`config.mk`:
```
export PLATFORM = sky130hd
export DESIGN_NAME = dual_reload_timer
export DESIGN_NICKNAME = d
export VERILOG_FILES = /design/src/rtl/drt_pkg.sv /design/src/rtl/drt_ctrl.sv /design/src/rtl/drt_datapath.sv /design/src/rtl/dual_reload_timer.sv
export SDC_FILE = /design/constraint.sdc
export NUM_CORES = 1
export LEC_CHECK = 0
export BUFFER_PORTS_ARGS = -buffer_cell sky130_fd_sc_hd__buf_2
export CAP_MARGIN = 20
export CORE_ASPECT_RATIO = 0.7
export CORE_MARGIN = 10
export CORE_UTILIZATION = 45
export CTS_BUF_LIST = sky130_fd_sc_hd__clkbuf_8 sky130_fd_sc_hd__clkbuf_16
export CTS_CLUSTER_DIAMETER = 200
export DETAILED_ROUTE_END_ITERATION = 10
export GPL_ROUTABILITY_DRIVEN = 0
export PLACE_DENSITY_LB_ADDON = 0.08
export SKIP_CTS_REPAIR_TIMING = 1
export SKIP_LAST_GASP = 1
export SYNTH_ARGS = -nofsm -noshare
export SYNTH_HDL_FRONTEND = slang
export SYNTH_SLANG_ARGS = --single-unit
export TNS_END_PERCENT = 30
```
`constraint.sdc`:
```
create_clock -name clk -period 3.3 [get_ports clk]
set_input_delay 0.165 -clock clk [delete_from_list [all_inputs] [get_ports clk]]
set_output_delay 0.165 -clock clk [all_outputs]
set_load 0.01 [all_outputs]
```
`src/rtl/drt_pkg.sv`:
```
package drt_pkg;
  localparam logic [2:0] MODE_EVT_RISE = 3'b000;
  localparam logic [2:0] MODE_EVT_FALL = 3'b001;
  localparam logic [2:0] MODE_PWM_HOLD = 3'b100;
  localparam logic [2:0] MODE_PWM_TOG  = 3'b101;

  typedef struct packed {
    logic dec;
    logic reload;
    logic selB;
    logic toggle;
    logic setA;
    logic setB;
  } tmrStrobe_t;
endpackage

```
`src/rtl/drt_ctrl.sv`:
```
module drt_ctrl
  import drt_pkg::*;
#(
  parameter int unsigned SYNC_STAGES = 2
) (
  input  logic       clk,
  input  logic       rstN,
  input  logic       cycleEn,
  input  logic [2:0] modeSel,
  input  logic       extPin,
  input  logic       wrCount,
  input  logic       countZero,
  output tmrStrobe_t strb
);
  localparam int unsigned PIPE_W = SYNC_STAGES + 1;

  logic [PIPE_W-1:0] pinPipe;
  logic [2:0] prevMode;
  logic nextSelB;
  logic pinNow, pinOld, edgeHit;
  logic isPwm, isEvt, modeChanged, dec, under, useB;

  always_ff @(posedge clk) begin
    if (!rstN) begin
      pinPipe  <= '0;
      prevMode <= 3'b111;
    end else begin
      pinPipe  <= {pinPipe[PIPE_W-2:0], extPin};
      prevMode <= modeSel;
    end
  end

  assign pinNow  = pinPipe[SYNC_STAGES-1];
  assign pinOld  = pinPipe[SYNC_STAGES];
  assign edgeHit = (modeSel == MODE_EVT_FALL) ? (pinOld & ~pinNow) : (pinNow & ~pinOld);

  assign isPwm       = (modeSel == MODE_PWM_TOG) || (modeSel == MODE_PWM_HOLD);
  assign isEvt       = (modeSel == MODE_EVT_RISE) || (modeSel == MODE_EVT_FALL);
  assign modeChanged = (modeSel != prevMode);

  assign dec   = ~wrCount & (isPwm ? cycleEn : (isEvt & edgeHit));
  assign under = dec & countZero;
  assign useB  = isPwm & ~modeChanged & nextSelB;

  always_ff @(posedge clk) begin
    if (!rstN) nextSelB <= 1'b0;
    else if (under) nextSelB <= isPwm & ~useB;
    else if (!isPwm || modeChanged) nextSelB <= 1'b0;
  end

  always_comb begin
    strb.dec    = dec;
    strb.reload = under;
    strb.selB   = useB;
    strb.toggle = under & (modeSel == MODE_PWM_TOG);
    strb.setA   = under & ~useB;
    strb.setB   = under & useB;
  end
endmodule

```
`src/rtl/drt_datapath.sv`:
```
module drt_datapath
  import drt_pkg::*;
#(
  parameter int unsigned TMR_W = 16
) (
  input  logic             clk,
  input  logic             rstN,
  input  logic             wrReloadA,
  input  logic             wrReloadB,
  input  logic             wrCount,
  input  logic [TMR_W-1:0] wrData,
  input  logic             clrPendA,
  input  logic             clrPendB,
  input  logic             enA,
  input  logic             enB,
  input  tmrStrobe_t       strb,
  output logic             countZero,
  output logic [TMR_W-1:0] countVal,
  output logic             pwmOut,
  output logic             pendA,
  output logic             pendB,
  output logic             irq
);
  localparam logic [TMR_W-1:0] ONE = TMR_W'(1);

  logic [TMR_W-1:0] regA, regB;

  always_ff @(posedge clk) begin
    if (!rstN) begin
      regA <= '0;
      regB <= '0;
    end else begin
      if (wrReloadA) regA <= wrData;
      if (wrReloadB) regB <= wrData;
    end
  end

  always_ff @(posedge clk) begin
    if (!rstN) countVal <= '0;
    else if (wrCount) countVal <= wrData;
    else if (strb.reload) countVal <= strb.selB ? regB : regA;
    else if (strb.dec) countVal <= countVal - ONE;
  end

  always_ff @(posedge clk) begin
    if (!rstN) begin
      pwmOut <= 1'b0;
      pendA  <= 1'b0;
      pendB  <= 1'b0;
    end else begin
      if (strb.toggle) pwmOut <= ~pwmOut;
      if (strb.setA) pendA <= 1'b1;
      else if (clrPendA) pendA <= 1'b0;
      if (strb.setB) pendB <= 1'b1;
      else if (clrPendB) pendB <= 1'b0;
    end
  end

  assign countZero = (countVal == '0);
  assign irq = (pendA & enA) | (pendB & enB);
endmodule

```
`src/rtl/dual_reload_timer.sv`:
```
module dual_reload_timer
  import drt_pkg::*;
#(
  parameter int unsigned TMR_W       = 16,
  parameter int unsigned SYNC_STAGES = 2
) (
  input  logic             clk,
  input  logic             rstN,
  input  logic             cycleEn,
  input  logic [2:0]       modeSel,
  input  logic             wrReloadA,
  input  logic             wrReloadB,
  input  logic             wrCount,
  input  logic [TMR_W-1:0] wrData,
  input  logic             extPin,
  input  logic             clrPendA,
  input  logic             clrPendB,
  input  logic             enA,
  input  logic             enB,
  output logic             pwmOut,
  output logic             irq
);
  tmrStrobe_t strb;
  logic countZero, pendA, pendB;
  logic [TMR_W-1:0] countVal;

  drt_ctrl #(.SYNC_STAGES(SYNC_STAGES)) ctrl_i (
    .clk(clk), .rstN(rstN), .cycleEn(cycleEn), .modeSel(modeSel),
    .extPin(extPin), .wrCount(wrCount), .countZero(countZero), .strb(strb)
  );

  drt_datapath #(.TMR_W(TMR_W)) dp_i (
    .clk(clk), .rstN(rstN), .wrReloadA(wrReloadA), .wrReloadB(wrReloadB),
    .wrCount(wrCount), .wrData(wrData), .clrPendA(clrPendA), .clrPendB(clrPendB),
    .enA(enA), .enB(enB), .strb(strb), .countZero(countZero), .countVal(countVal),
    .pwmOut(pwmOut), .pendA(pendA), .pendB(pendB), .irq(irq)
  );
endmodule

```
== Word level (Yosys, flattened, before mapping) ==
Index checks and enable logic that the tools add are counted.
W data, S select, Z words.

* Register bits after elaboration: 58
* Logic and storage cells: 56

* Mux-type cells: 12
* Equality and inequality tests: 4
* Bitwise operators: 20
* Add/sub/neg operators: 1
* Reduce and logical (&&, ||, !) cells: 10

{| class="wikitable"
|+ Operators by type and width
! kind !! number
|-
| $mux W16 || 4
|-
| $logic_not A16 Y1 || 1
|-
| $sub A16 B1 Y16 const B || 1
|-
| $and A1 B1 Y1 || 13
|-
| $mux W1 || 8
|-
| $eq A3 B3 Y1 const B || 2
|-
| $not A1 Y1 || 6
|-
| $reduce_bool A2 Y1 || 3
|-
| $eq A3 B1 Y1 const B || 1
|-
| $logic_not A3 Y1 || 1
|-
| $logic_or A1 B1 Y1 || 3
|-
| $ne A3 B3 Y1 || 1
|-
| $reduce_bool A3 Y1 || 1
|-
| $logic_not A1 Y1 || 1
|-
| $or A1 B1 Y1 || 1
|}

== Depth between registers and ports, before layout ==
Gate-level depths: netlist (run 1).

* Depth in word-level cells: 9
* Depth in mapped cells: 10

== By module ==
From an unflattened synthesis (run 1), not the netlist that was laid out.

* Cell total of the unflattened synthesis: 328
* Area, all modules: 3015.4 um^2

{| class="wikitable"
|+ By module, submodules not included
! module !! instances !! area each (um^2) !! cells an instance
|-
| drt_datapath || 1 || 2676.3 || 293
|-
| drt_ctrl || 1 || 339.1 || 35
|}

== Worst setup path before layout (run 1) ==
OpenSTA, ideal clock, no wires.

* Kind: reg-to-reg
* From: register dp_i.countVal[0]
* To: register dp_i.pwmOut
* Buffers on the path: 2
* Setup slack: 974 ps
* Clock period less this slack: 2326 ps
* Stages on the path, launching flop included: 11
* Data arrival time: 2211 ps
* Setup time: 115 ps
* Cell sequence: dfxtp_1 -> inv_1 -> ha_1 -> or3b_2 -> clkbuf_1 -> nor4_4 -> and3_1 -> buf_4 -> nand3_2 -> xnor2_1 -> and2_1

* Longest elaborated chain between the ends: 3

{| class="wikitable"
|+ RTL lines
! item !! line !! source
|-
| from (decl) || drt_datapath.sv:18 || <nowiki>output logic [TMR_W-1:0] countVal,</nowiki>
|-
| from (signal assigned) || drt_datapath.sv:40 || <nowiki>else if (wrCount) countVal <= wrData;</nowiki>
|-
| from (signal assigned) || drt_datapath.sv:41 || <nowiki>else if (strb.reload) countVal <= strb.selB ? regB : regA;</nowiki>
|-
| from (signal assigned) || drt_datapath.sv:42 || <nowiki>else if (strb.dec) countVal <= countVal - ONE;</nowiki>
|-
| $logic_not A16 Y1 || drt_datapath.sv:59 || <nowiki>assign countZero = (countVal == '0);</nowiki>
|-
| $and A1 B1 Y1 || drt_ctrl.sv:42 || <nowiki>assign under = dec & countZero;</nowiki>
|-
| $and A1 B1 Y1 || drt_ctrl.sv:55 || <nowiki>strb.toggle = under & (modeSel == MODE_PWM_TOG);</nowiki>
|-
| to (signal assigned) || drt_datapath.sv:51 || <nowiki>if (strb.toggle) pwmOut <= ~pwmOut;</nowiki>
|-
| to (decl) || drt_datapath.sv:19 || <nowiki>output logic pwmOut,</nowiki>
|}

Every way passes these cells.
A chain may end at the register's enable or synchronous reset.

== Worst setup path in the final report (run 1) ==
* From: register dp_i.countVal[0]
* To: register dp_i.countVal[7]

* Longest elaborated chain between the ends: 4

{| class="wikitable"
|+ RTL lines
! item !! line
|-
| $sub A16 B1 Y16 or $logic_not A16 Y1 (tied branches) || drt_datapath.sv:42, drt_datapath.sv:59
|-
| $mux W16 or $and A1 B1 Y1 (tied branches) || drt_datapath.sv:42, drt_ctrl.sv:42
|-
| $mux W16 || drt_datapath.sv:41
|-
| $mux W16 || drt_datapath.sv:40
|}

Parallel ways exist; a longest one is shown, timed or not. The select of a mux whose other input is x is not followed.

==> impl_metrics.yaml, run 1 <==
sta:
  tightest_slew_ps: 570.2
  max_freq_ghz: 0.4058
  drv_slew: 0
  rsz0062_at_grt: "false"
  finalSetupTns_ps: 0
  setup_viol: 0
  finalHoldViolCount: 0
  slew_headroom: 0.6199
  fin_crit_sh: 0.7467
  holdWs_ps: 37.04
  finalWorstSetupSlack_ps: 835.8
  clock_skew_ps: 5.828
  finalCriticalPeriod_ps: 2464
worst_hold_path:
  min-delay-start: "extPin"
  hp-class: "input pin to flop"
  min_delay_path_depth: 2
  hold_end: "ctrl_i.pinPipe[0]"
logic_synthesis:
  synthAdderAreaFrac: 0.004352
  syn_nets: 345
  synth_top_area_cell: "dfxtp_1"
  postSynthAreaPerCell_um2: 9.157
  ys_top_cells_by_area: "dfxtp_1 (40%), mux2i_1 (15%), nor2b_1 (7.6%)"
  synth_cells: 314
  synth_top_family_by_area: "simple AND/OR/NAND/NOR gates"
  ys_ff_latch: 58
  synth_compound_area_frac: 0.1323
  syn_area_um2: 2875
  synth_edf_count: 0
  synthMuxAreaShare: 0.1649
  synth_flop_cell: "dfxtp_1"
  ys_seq_area_frac: 0.4038
  synth-simple-area-share: 0.2232
  synth_top_area_share: 0.4038
  async_reset_ff_frac: 0
  synthXorXnorAreaFrac: 0.03351
  synth_cell_type_count: 43
  synth_warnings: 0
place:
  io_buffers: 31
  hpwl_um: 4522
  pre_cts_ws_ps: 905.7
  dp_cells: 409
pwr:
  power_leakage_nw: 1.345
  ir_drop_mv: 0.2277
  power.density_nw_per_um2: 479.9
final_layout:
  final_cell_mix: "dfxtp_1 (58), mux2i_1 (44), nor2b_1 (35)"
  final_common_cell: "dfxtp_1"
  nFillCells: 602
  antenna_cells: 0
  drive_gt1_frac: 0.1734
  post-route-util: 0.5240
  area_growth_pct: 13.27
  fin_cells: 424
  nets: 373
routing:
  drtAntennaViolNets: 0
  via_count: 2242
  drtIter0Drc: 124
  dr.pass1.iters: 4
  drc: 0
  wl_um: 6611
  wl_per_cell_um: 15.59
  vias_per_cell: 5.288
floorplanning:
  die_h_um: 86.88
  io_pins: 32
  core_um2: 6216
  die_w_um: 115.5
  initial_utilization: 0.4626
  num_rows: 24
  die-area_um2: 10040
cts:
  clk_path_buf_depth: 2
  clockRootBuffer: "clkbuf_8"
  cts_tree: "done"
  clock_latency_ps: 330
  cts.sinks: 58
  clkTransAtPathRegs_ps: 60
  cts.htree.levels: 3
  cts-buffers-inserted: 9
critical_path:
  end_kind: "flop"
  r2r_cells: 9
  required_ps: 3560
  timing.rr.start: "dp_i.countVal[0]"
  cp_max_fo: 17
  cp_data_arrival_time_ps: 2730
  r2r_slack_ps: 840
  startpoint_type: "flop"
  worstSetupPathType: "flop to flop"
  r2r_end: "dp_i.countVal[7]"
global_routing:
  antenna_found_initial: 0
  grt_usage: 0.1405
  grt_pass1_vias: 2205
  grt_max_degree: 35
  grt-ovfl-total: 0
  grt_pass1_wl_um: 11180
flow_run:
  cap_violations: 0
run_status:
  status: "finished, final reports clean"
## sequential cells by signal (all words and copies together) (netlist names)
signal	count
dp_i.pwmOut	1
dp_i.countVal	16
ctrl_i.nextSelB	1
dp_i.pendB	1
dp_i.regA	16
ctrl_i.pinPipe	3
dp_i.pendA	1
ctrl_i.prevMode	3
dp_i.regB	16
## worst max-delay path, stage by stage, from the launching register on
cell	delay (ps)
dfxtp_1	330
inv_1	80
ha_1	190
or3b_2	560
nor4_4	250
buf_4	260
nor3b_1	70
a2111oi_0	410
nand2_1	110
a21boi_1	130
## power breakdown
group | internal (W) | switching (W)
logic | 0.000104 | 0.000119
registers | 0.000742 | 0.0000291
clock network | 0.000302 | 0.000267
total | 0.00115 | 0.000415
## final cells by class
cell class,count,area [µm²],area share
multi-input combinational,229,1605,0.4929
sequential,58,1161,0.3565
timing repair buffer,36,192.7,0.05916
clock buffer,11,151.4,0.04648
tap,78,97.59,0.02997
inverter,8,30.03,0.009220
clock inverter,4,18.77,0.005763
## routing by layer
layer,share of wire,global-route usage,wire [µm]
met2,0.42,0.1974,2756
met5,0,0,0
met3,0.057,0.06061,380
met1,0.52,0.1926,3451
met4,0.0033,0.03096,22
## cells in the mapped netlist (5+ instances only)
cell type  instances
nor2_1             6
dfxtp_1           58
mux2i_1           44
clkbuf_1          15
nand2_1           32
o21ai_0           18
a21oi_1            6
nor3_1             9
xnor2_1            9
nor2b_1           35
nand3_1            5
inv_1              8
and2_1             5
a211oi_1           8
nand2b_1           5
## stage by stage
stage          power [W]  cell area (µm²)
2_1_floorplan  0.0009423             2875
3_3_place_gp    0.001006             3087
3_5_place_dp    0.001009             3087
4_1_cts         0.001583             3257
5_1_grt         0.001655             3257
6_report        0.001563             3257
## how the worst max path moves through the flow
stage / startpoint / slack, ps / to
6_report: dp_i.countVal[0] / 840 / dp_i.countVal[7]
5_1_grt: dp_i.countVal[0] / 590 / dp_i.countVal[7]
4_1_cts: dp_i.countVal[0] / 830 / dp_i.countVal[7]
3_5_place_dp: dp_i.countVal[0] / 910 / dp_i.countVal[5]
3_3_place_gp: dp_i.countVal[0] / 1000 / dp_i.countVal[5]
2_1_floorplan: dp_i.countVal[0] / 970 / dp_i.pwmOut
## logic make-up after synthesis
family,after synthesis
and+or+nand+nor,114
muxes,47
xor gates and xnor gates,11
DFF,58
AOI/OAI and AO/OA,56
buffers and inverters,27
adders and majority gates,1
(Power assumes the default switching activity.)
==> run 2, diff against run 1 <==
clock period = 2.1 ns   (was 3.3 ns; I/O delays follow)
==> impl_metrics.yaml, run 2 (synthesis results as in run 1) <==
worst_hold_path:
  min_delay_path_depth: 2
  min-delay-start: "modeSel[2]"
  hold_end: "ctrl_i.prevMode[2]"
  hp-class: "input pin to flop"
global_routing:
  grt_usage: 0.1425
  grt_pass1_wl_um: 11160
  grt_max_degree: 42
  grt_pass1_vias: 2253
  antenna_found_initial: 0
  grt-ovfl-total: 0
routing:
  via_count: 2313
  wl_um: 6951
  vias_per_cell: 5.163
  drtAntennaViolNets: 0
  dr.pass1.iters: 4
  wl_per_cell_um: 15.52
  drtIter0Drc: 92
  drc: 0
sta:
  rsz0062_at_grt: "true"
  holdWs_ps: 15.86
  drv_slew: 0
  finalSetupTns_ps: 0
  tightest_slew_ps: 582.4
  clock_skew_ps: 7.117
  setup_viol: 0
  slew_headroom: 0.6117
  finalHoldViolCount: 0
  fin_crit_sh: 0.9720
  finalCriticalPeriod_ps: 2041
  max_freq_ghz: 0.4899
pwr:
  clockPowerShare: 0.383
  share_comb_of_total_power: 0.159
  p_seq_frac: 0.457
  p_switching_w: 0.0006763
  power.density_nw_per_um2: 744.1
  swShare: 0.2568
  power_leakage_nw: 1.487
  ir_drop_mv: 0.4255
  intPower_w: 0.001957
final_layout:
  antenna_cells: 0
  nets: 396
  final_cell_mix: "dfxtp_1 (55), mux2i_1 (44), nor2b_1 (35)"
  nFillCells: 594
  area_growth_pct: 23.06
  final_common_cell: "dfxtp_1"
  fin_cells: 448
  reg_top3: "dp_i.countVal x16, dp_i.regA x16, dp_i.regB x16"
  drive_gt1_frac: 0.2541
critical_path:
  end_kind: "flop"
  worstSetupPathType: "flop to flop"
  worstSetupStartpoint: "dp_i.countVal[10]"
  required_ps: 2330
  cp_data_arrival_time_ps: 2270
  startpoint_type: "flop"
  r2r_end: "dp_i.countVal[10]"
  cp_max_fo: 4
  r2r_cells: 7
  timing.rr.start: "dp_i.countVal[10]"
  r2r_slack_ps: 60
floorplanning:
  die_w_um: 115.5
  core_um2: 6216
  num_rows: 24
  io_pins: 32
  die_h_um: 86.88
  die-area_um2: 10040
  initial_utilization: 0.4626
cts:
  cts_tree: "done"
  clock_latency_ps: 340
  clockRootBuffer: "clkbuf_8"
  cts-buffers-inserted: 9
  cts.sinks: 58
  cts.htree.levels: 3
  clkTransAtPathRegs_ps: 60
  clk_path_buf_depth: 2
place:
  io_buffers: 31
  hpwl_um: 4725
  dp_cells: 425
flow_run:
  cap_violations: 0
run_status:
  status: "finished, final reports clean"
## run 2: changes by cell type in the layout (fill, tap and decap cells not counted), sizes merged
cell	previous run	this run
buf	36	57
clkinv	3	1
dlygate4sd3	0	2
clkbuf	11	14
## run 2: worst max-delay path by stage
stage                     cells after the start                end  slack (ps)
final                                         7  dp_i.countVal[10]          60
after global routing                          7   dp_i.countVal[7]         -70
after CTS                                     9   dp_i.countVal[7]         -90
after detailed placement                      9   dp_i.countVal[7]         -50
after global placement                        9   dp_i.countVal[7]          10
after floorplan                              10        dp_i.pwmOut        -110
## run 2: layout make-up
type / count / area [µm²] / share of cell area
Clock buffer: 14 / 192.7 / 0.05446
Timing Repair Buffer: 59 / 397.9 / 0.1124
Multi-Input combinational cell: 229 / 1647 / 0.4653
Sequential cell: 58 / 1165 / 0.3292
Clock inverter: 2 / 8.758 / 0.002475
Tap cell: 78 / 97.59 / 0.02758
Inverter: 8 / 30.03 / 0.008487
## run 2: power groups by stage
stage | Sequential (W) | Clock, W | Combinational, W
detailed placement | 0.00123 | 0 | 0.000398
global placement | 0.00123 | 0 | 0.000396
finish | 0.00120 | 0.00101 | 0.000420
CTS | 0.00120 | 0.00104 | 0.000402
global route | 0.00121 | 0.00110 | 0.000466
floorplan | 0.00122 | 0 | 0.000269
## run 2: metrics by stage
stage | total power, W | util | area (µm²) | setup slack [ps]
6_report | 0.002633 | 0.5692 | 3538 | 58.82
5_1_grt | 0.002777 | 0.5692 | 3538 | -66.63
4_1_cts | 0.002649 | 0.5531 | 3438 | -87.58
3_5_place_dp | 0.001626 | 0.5207 | 3237 | -54.19
3_3_place_gp | 0.001621 | 0.5207 | 3237 | 9.761
2_1_floorplan | 0.001492 | - | 2907 | -111.0
## run 2: critical path, cell delays in order, from the launching register on
cell,delay (ps)
dfxtp_2,320
or4_4,570
nor4_4,340
and3_4,260
buf_6,110
buf_6,100
a211oi_1,60
a21o_1,160
## run 2: metal layers
metal / global-route usage / part of all wire
met4: 0.04472 / 0.0098
met5: 0 / 0
met3: 0.05854 / 0.046
met2: 0.2176 / 0.44
met1: 0.1789 / 0.50
